`config.mk`:
```
export PLATFORM = sky130hd
export DESIGN_NAME = rx_station_filter
export DESIGN_NICKNAME = d
export VERILOG_FILES = /design/src/rtl/rsf_pkg.sv /design/src/rtl/rsf_alt_gate.sv /design/src/rtl/rsf_entry_bank.sv /design/src/rtl/rsf_match.sv /design/src/rtl/rx_station_filter.sv
export SDC_FILE = /design/constraint.sdc
export NUM_CORES = 2
export LEC_CHECK = 0
export BUFFER_PORTS_ARGS = -buffer_cell sky130_fd_sc_hd__buf_2
export CORE_AREA = 2 2 370 372
export DETAILED_ROUTE_END_ITERATION = 8
export DIE_AREA = 0 0 372 374
export SETUP_SLACK_MARGIN = 0.2
export SYNTH_ARGS = -nofsm -noshare
export SYNTH_HDL_FRONTEND = slang
export SYNTH_SLANG_ARGS = --single-unit
```
`constraint.sdc`:
```
create_clock -name clk -period 7.1 [get_ports clk]
set_clock_uncertainty 0.15 [all_clocks]
set_input_delay 0.355 -clock clk [delete_from_list [all_inputs] [get_ports clk]]
set_output_delay 0.355 -clock clk [all_outputs]
set_load 0.1 [all_outputs]
```
`src/rtl/rsf_pkg.sv`:
```
package rsf_pkg;
  localparam int unsigned MAC_W = 48;
  localparam int unsigned LO_W  = 32;
  localparam int unsigned HI_W  = MAC_W - LO_W;
  localparam logic [15:0] ALT_PTR_EMPTY = 16'h0000;
  localparam logic [15:0] ALT_PTR_BLANK = 16'hFFFF;

  typedef struct packed {
    logic [HI_W-1:0] hi;
    logic [LO_W-1:0] lo;
  } station_addr_t;

  // Bit 0 of byte 0 marks a group (multicast/broadcast) address.
  function automatic logic is_group(input logic [MAC_W-1:0] a);
    return a[0];
  endfunction
endpackage

```
`src/rtl/rsf_alt_gate.sv`:
```
module rsf_alt_gate
  import rsf_pkg::*;
(
  input  logic             alt_req,
  input  logic [15:0]      alt_ptr,
  input  logic [MAC_W-1:0] alt_addr,
  output logic             alt_take
);
  logic ptr_ok;

  always_comb begin
    ptr_ok   = (alt_ptr != ALT_PTR_EMPTY) && (alt_ptr != ALT_PTR_BLANK);
    alt_take = alt_req && ptr_ok && !is_group(alt_addr);
  end
endmodule

```
`src/rtl/rsf_entry_bank.sv`:
```
module rsf_entry_bank
  import rsf_pkg::*;
#(
  parameter  int unsigned DEPTH = 16,
  localparam int unsigned IDXW  = $clog2(DEPTH)
) (
  input  logic                        clk,
  input  logic                        rst_n,
  input  logic                        wr_en,
  input  logic [IDXW-1:0]             wr_idx,
  input  logic                        wr_hi,
  input  logic [LO_W-1:0]             wr_data,
  input  logic                        alt_take,
  input  logic [MAC_W-1:0]            alt_addr,
  output logic [DEPTH-1:0][MAC_W-1:0] ent_addr,
  output logic [DEPTH-1:0]            ent_valid
);
  for (genvar g = 0; g < DEPTH; g++) begin : g_ent
    station_addr_t addr_q, addr_d;
    logic          vld_q, vld_d;
    logic          sel, en;

    always_comb begin
      sel    = wr_en && (wr_idx == IDXW'(g));
      addr_d = addr_q;
      vld_d  = vld_q;
      if (sel && !wr_hi) begin
        addr_d.lo = wr_data;
        vld_d     = 1'b0;
      end
      if (sel && wr_hi) begin
        addr_d.hi = wr_data[HI_W-1:0];
        vld_d     = ({wr_data[HI_W-1:0], addr_q.lo} != '0);
      end
      en = sel;
      if (g == 0) begin
        if (alt_take) begin
          addr_d = station_addr_t'(alt_addr);
          vld_d  = (alt_addr != '0);
          en     = 1'b1;
        end
      end
    end

    always_ff @(posedge clk or negedge rst_n) begin
      if (!rst_n) begin
        addr_q <= '0;
        vld_q  <= 1'b0;
      end else if (en) begin
        addr_q <= addr_d;
        vld_q  <= vld_d;
      end
    end

    assign ent_addr[g]  = addr_q;
    assign ent_valid[g] = vld_q;
  end
endmodule

```
`src/rtl/rsf_match.sv`:
```
module rsf_match
  import rsf_pkg::*;
#(
  parameter  int unsigned DEPTH = 16,
  localparam int unsigned IDXW  = $clog2(DEPTH)
) (
  input  logic                        clk,
  input  logic                        rst_n,
  input  logic                        lk_vld,
  input  logic [MAC_W-1:0]            lk_da,
  input  logic [DEPTH-1:0][MAC_W-1:0] ent_addr,
  input  logic [DEPTH-1:0]            ent_valid,
  output logic                        hit_vld,
  output logic                        hit,
  output logic [IDXW-1:0]             hit_idx
);
  logic [DEPTH-1:0] eq;
  logic [IDXW-1:0]  first_idx;
  logic             any_eq;
  logic             vld_d, hit_d;
  logic [IDXW-1:0]  idx_d;

  for (genvar g = 0; g < DEPTH; g++) begin : g_cmp
    assign eq[g] = ent_valid[g] && (ent_addr[g] == lk_da);
  end

  always_comb begin
    first_idx = '0;
    for (int i = DEPTH - 1; i >= 0; i--) begin
      if (eq[i]) first_idx = IDXW'(i);
    end
    any_eq = |eq;
  end

  always_comb begin
    vld_d = lk_vld;
    hit_d = lk_vld && any_eq;
    idx_d = hit_d ? first_idx : '0;
  end

  always_ff @(posedge clk or negedge rst_n) begin
    if (!rst_n) begin
      hit_vld <= 1'b0;
      hit     <= 1'b0;
      hit_idx <= '0;
    end else begin
      hit_vld <= vld_d;
      hit     <= hit_d;
      hit_idx <= idx_d;
    end
  end
endmodule

```
`src/rtl/rx_station_filter.sv`:
```
module rx_station_filter
  import rsf_pkg::*;
#(
  parameter  int unsigned DEPTH = 16,
  localparam int unsigned IDXW  = $clog2(DEPTH)
) (
  input  logic             clk,
  input  logic             rst_n,
  input  logic             cfg_wr_en,
  input  logic [IDXW-1:0]  cfg_wr_idx,
  input  logic             cfg_wr_hi,
  input  logic [31:0]      cfg_wr_data,
  input  logic             alt_req,
  input  logic [15:0]      alt_ptr,
  input  logic [47:0]      alt_addr,
  input  logic             lookup_vld,
  input  logic [47:0]      lookup_da,
  output logic             hit_vld,
  output logic             hit,
  output logic [IDXW-1:0]  hit_idx
);
  logic                        alt_take;
  logic [DEPTH-1:0][MAC_W-1:0] tbl_addr;
  logic [DEPTH-1:0]            tbl_valid;

  rsf_alt_gate u_alt (
    .alt_req  (alt_req),
    .alt_ptr  (alt_ptr),
    .alt_addr (alt_addr),
    .alt_take (alt_take)
  );

  rsf_entry_bank #(.DEPTH(DEPTH)) u_bank (
    .clk       (clk),
    .rst_n     (rst_n),
    .wr_en     (cfg_wr_en),
    .wr_idx    (cfg_wr_idx),
    .wr_hi     (cfg_wr_hi),
    .wr_data   (cfg_wr_data),
    .alt_take  (alt_take),
    .alt_addr  (alt_addr),
    .ent_addr  (tbl_addr),
    .ent_valid (tbl_valid)
  );

  rsf_match #(.DEPTH(DEPTH)) u_match (
    .clk       (clk),
    .rst_n     (rst_n),
    .lk_vld    (lookup_vld),
    .lk_da     (lookup_da),
    .ent_addr  (tbl_addr),
    .ent_valid (tbl_valid),
    .hit_vld   (hit_vld),
    .hit       (hit),
    .hit_idx   (hit_idx)
  );
endmodule

```
# Yosys cells after proc, flatten, opt, wreduce, memory -nomap -nowiden

Index checks and enable logic that the tools add are counted.

Register bits after elaboration: 790
Bits of input ports: 154
Output and inout port bits: 6
Word-level logic and storage cells: 293

Equal/unequal tests: 32
Mux-type cells: 54
Reductions and logical operators: 156

Operators by type and width:

| cell                                                            | number |
|---|---|
| 48-bit nonzero test                                             | 17 |
| 48-bit == test                                                  | 16 |
| 2-bit AND reduction                                             | 48 |
| 1-bit logical AND                                               | 68 |
| 4-bit 2-to-1 mux                                                | 17 |
| 48-bit 2-to-1 mux                                               | 1 |
| 1-bit 2-to-1 mux                                                | 34 |
| 2-bit nonzero test                                              | 17 |
| 4-bit == test, second input constant                            | 8 |
| 32-bit 2-to-1 mux                                               | 1 |
| 4-bit by 3-bit == test with 1-bit output, second input constant | 4 |
| 16-bit 2-to-1 mux                                               | 1 |
| 16-bit != test, second input constant                           | 1 |
| 16-bit nonzero test                                             | 1 |
| 16-bit OR reduction                                             | 1 |
| 4-bit by 2-bit == test with 1-bit output, second input constant | 2 |
| 4-bit by 1-bit == test with 1-bit output, second input constant | 1 |
| 4-bit logical NOT                                               | 1 |
| 3-bit nonzero test                                              | 1 |
| 1-bit logical NOT                                               | 2 |

# Longest topological paths before layout

Word-level depth: 19
Depth in mapped cells: 11
Gate-level depth less buffers: 9

# Cells and area by module

A second synthesis with hierarchy kept.

Cell total of the unflattened synthesis: 3359
Area total of the unflattened synthesis: 40735.3 um^2

By module, submodules not included:

| module         | instances | cells an instance | area an instance (um^2) | sequential area each (um^2) |
|---|---|---|---|---|
| rsf_entry_bank | 1         | 2110              | 31176.2                 | 19618.8 |
| rsf_match      | 1         | 1238              | 9486.6                  | 150.1 |
| rsf_alt_gate   | 1         | 11                | 72.6                    | 0.0 |

# Worst setup path before layout

Ideal clock, no wire load.

Path kind: input to register
Start point: input lookup_da[15]
End point: register u_match.hit_idx[1]
Setup time: 141 ps
Arrival time: 2226 ps
Data required time: 6809 ps
Path slack: 4583 ps
Stages: 10
Buffers on the path: 2
Cell sequence: clkbuf_1 buf_4 xnor2_1 nand4_1 nor4_1 nand3_1 a2111oi_0 nand2b_1 nand2b_1 a311oi_1

Cells in the longest elaborated chain, start to end: 19
Elaborated cells on any way between the ends: 51
Those cells by class: eq/ne: 16; mux: 17; reduce/logical: 18

RTL lines:

| item                            | line                    | source |
|---|---|---|
| start: declaration              | rx_station_filter.sv:17 | `input logic [47:0] lookup_da,` |
| 48-bit == test                  | rsf_match.sv:24         | `assign eq[g] = ent_valid[g] && (ent_addr[g] == lk_da);` |
| 1-bit logical AND               | rsf_match.sv:24         |  |
| 4-bit 2-to-1 mux (16 in series) | rsf_match.sv:30         | `if (eq[i]) first_idx = IDXW'(i);` |
| 4-bit 2-to-1 mux *              | rsf_match.sv:38         | `idx_d = hit_d ? first_idx : '0;` |
| via u_match.idx_d[1]            | rsf_match.sv:21         | `logic [IDXW-1:0] idx_d;` |
| end signal: assignment          | rsf_match.sv:49         | `hit_idx <= idx_d;` |
| end: declaration                | rsf_match.sv:15         | `output logic [IDXW-1:0] hit_idx` |

Mark *: on every way through the listed nets, which the timed path passes. The rest lies on a longest branch.
A chain may end at the register's enable or synchronous reset.

# Worst setup path in the final report

Start point: input cfg_wr_idx[0]
End point: register u_bank.g_ent[8].addr_q (netlist bit u_bank.ent_addr[401])

Cells in the longest elaborated chain, start to end: 4

RTL lines:

| item                            | line                    | source |
|---|---|---|
| start: declaration              | rx_station_filter.sv:10 | `input logic [IDXW-1:0] cfg_wr_idx,` |
| 4-bit == test *                 | rsf_entry_bank.sv:24    | `sel = wr_en && (wr_idx == IDXW'(g));` |
| 1-bit logical AND *             | rsf_entry_bank.sv:24    |  |
| 1-bit logical AND               | rsf_entry_bank.sv:27    | `if (sel && !wr_hi) begin` |
| 2-bit AND reduction (no line) * | --                      |  |
| end signal: assignment          | rsf_entry_bank.sv:50    | `addr_q <= addr_d;` |
| end: declaration                | rsf_entry_bank.sv:19    | `station_addr_t addr_q, addr_d;` |

Mark *: on every way between the ends. The rest lies on a longest branch, timed or not.

==> results.yml <==
routing:
  ant_nets: 0
  drc: 0
  num_vias: 30082
  drt_iter0_drc: 4126
  vias_per_cell: 5.64
  wl_per_cell_um: 30.5
  drtPass1Iterations: 7
  wirelength_um: 163000
floorplanning:
  num_rows: 135
  core_um2: 135000
  initial_utilization_pct: 29.9
  fp.dieArea_um2: 139000
  die_x_um: 372
  boundaryPins: 160
  die_y_um: 374
cells_and_area:
  finalNonFillerCells: 5333
  drive_gt1_share_pct: 31.7
  n_fill_cell: 13287
  synthToLayoutAreaGrowth_pct: 15.1
  final_cell_mix: "dfrtp_1 (790), mux2_2 (705), xnor2_1 (453), xor2_1 (238), nor4_1 (236)"
  fin_nets: 3632
  layout_commonest_cell: "dfrtp_1"
logic_synthesis:
  ys_seq_area_share_pct: 49.0
  synthTopCellsByArea: "dfrtp_1 (49%), mux2_2 (20%), xnor2_1 (9.8%)"
  synth_cells: 3343
  yosysWarnings: 0
  synth_nets: 3497
  synth_ff_type: "dfrtp_1"
  yosysTopAreaCellShare_pct: 49.0
  yosysTopAreaCell: "dfrtp_1"
  ys_ff_latch: 790
  async_flop_share_pct: 100
  synth_cell_types: 55
  syn_avg_cell_area_um2: 12.1
  synth-edff-count: 0
  syn-cell-area_um2: 40400
timing:
  hold_viol: 0
  max_slew_margin_pct: 19.0
  post-route-period-util_pct: 44.3
  fmax_mhz: 318
  setup_violations: 0
  tightest_slew_ps: 1210
  drv_slew: 0
  period_needed_ps: 3140
  rsz0062_at_grt: "no"
  setup_tns_ps: 0
global_routing:
  grt_pass1_wl_um: 226000
  grt_start_max_net_pins: 172
  track_usage_pct: 22.8
  grt-ovfl-total: 0
  antenna_found_initial: 15
  grt_pass1_vias: 29195
setup_path:
  crit_required_ps: 7490
  cp_data_arrival_time_ps: 3530
  r2r_slack_ps: 4070
  cp-end-kind: "register"
  cp_common_cell: "buf_4"
  cp-start-kind: "input port"
  critical_path_class: "input port to register"
  max_stage_delay_ps: 690
  cpMaxStageDelayCell: "nor2_2"
  crit_fanout: 18
  crit_path_cell_trace: "dlygate4sd3_1 -> buf_2 -> nor2b_1 -> buf_4 -> nand2_1 -> nor2_2 -> buf_4 -> mux2_2"
outcome:
  outcome: "completed"
clock_tree:
  htreeDepth: 3
  cts-buffers-inserted: 89
  post_cts_buffers: 0
  cts.sinks: 790
  clock_latency_ps: 670
  clockBufferDepth: 3
  cts-root-buf: "clkbuf_16"
  path_clk_slew_ps: 60
  cts_tree: "yes"
placement:
  dp.cells: 5118
  io_buffer_count: 159
  gp_congestion: 0.902
  dp_hpwl_um: 93400
worst_hold_path:
  hp-class: "input port to register"
power:
  power_mw: 13.7
  peakVddDrop_mv: 0.201
  power_leakage_nw: 19.3
  power_per_cell_area_nw_per_um2: 295
run:
  drv_cap: 0
[cell type report]
cell class | instances | area, um2 | share of cell area (%)
sequential | 790 | 19800 | 42.6
multi-input combinational | 2267 | 19400 | 41.7
clock inverter | 37 | 382 | 0.821
tap | 1781 | 2230 | 4.80
inverter | 41 | 154 | 0.331
timing repair buffer | 289 | 1940 | 4.19
clock buffer | 126 | 2610 | 5.61
antenna | 2 | 5.00 | 0.0108
[report_power, final]
group          total, mW  internal, mW  switching (mW)
logic               2.71          1.37            1.35
clock network       4.75          2.75            2.00
registers           6.22          5.36           0.859
total               13.7          9.48            4.21
[through the flow]
| stage | setup WS, ps | hold WS [ps] | util (%) | cell area [um2] |
|---|---|---|---|---|
| after global routing | 3840 | 117 | 34.4 | 46500 |
| after CTS | 4030 | 45.9 | 34.4 | 46500 |
| after global placement | 3410 | 307 | 31.8 | 43000 |
| final | 3960 | 69.1 | 34.4 | 46500 |
| after floorplan | 4580 | -90.6 | - | 40400 |
| after detailed placement | 3360 | 316 | 31.8 | 43000 |
[flip-flops by register name (all words and copies together), names as in the netlist]
signal	cells
u_bank.ent_addr	768
u_match.hit_idx	4
u_match.hit_vld	1
u_match.hit	1
u_bank.g_ent.vld_q	16
[per-layer routing]
metal / GRT usage, % / vias up / wire length, um
li1: - / 12172 / -
met1: 32.6 / 15649 / 68000
met3: 4.68 / 384 / 17300
met2: 33.3 / 1865 / 69400
met5: 0 / - / 58
met4: 9.47 / 12 / 7970
[critical path: cells and delay by family]
kind                   cells  cell delay (ps)
buffers and inverters      4             1500
and+or+nand+nor            3             1280
muxes                      1              370
[path summary, 6_finish.rpt]
check	startpoint	end	depth (start not counted)
min in group asynchronous	rst_n	u_bank.ent_addr[630]$_DFFE_PN0P_	2
setup / recovery	cfg_wr_idx[0]	u_bank.ent_addr[401]$_DFFE_PN0P_	8
hold / removal	alt_addr[0]	u_bank.g_ent[0].vld_q$_DFFE_PN0P_	5
max in group asynchronous	rst_n	u_bank.ent_addr[456]$_DFFE_PN0P_	4
hold reg to reg	u_bank.g_ent[3].vld_q$_DFFE_PN0P_	u_bank.g_ent[3].vld_q$_DFFE_PN0P_	2
setup reg to reg	u_bank.ent_addr[65]$_DFFE_PN0P_	u_match.hit_idx[1]$_DFF_PN0_	8
[logic make-up (layout without fill, tap and decap cells)]
family / Yosys count / count (layout) / share of synthesized area, %
flops: 790 / 790 / 49.0
mux: 753 / 753 / 20.9
xor+xnor: 694 / 694 / 15.1
simple gates: 658 / 658 / 9.32
buf+inv: 286 / 493 / 3.20
compound gates: 162 / 162 / 2.56
other cells: 0 / 2 / 0
[repair_timing]
item / in CTS / in global routing
gates resized for setup: 0 / 0
hold endpoints to repair: 146 / 0
hold buffers: 50 / 0
[synthesized netlist by cell type, types with 31 or more instances]
master / n
nand4_1: 165
mux2_2: 705
o21ai_0: 86
mux2i_1: 48
inv_1: 37
nor3_1: 31
dfrtp_1: 790
buf_2: 77
nor4_1: 236
xor2_1: 238
nand2b_1: 33
nand3_1: 37
nand2_1: 100
xnor2_1: 453
clkbuf_1: 144
No activity file was read; power rests on OpenSTA's default activity.
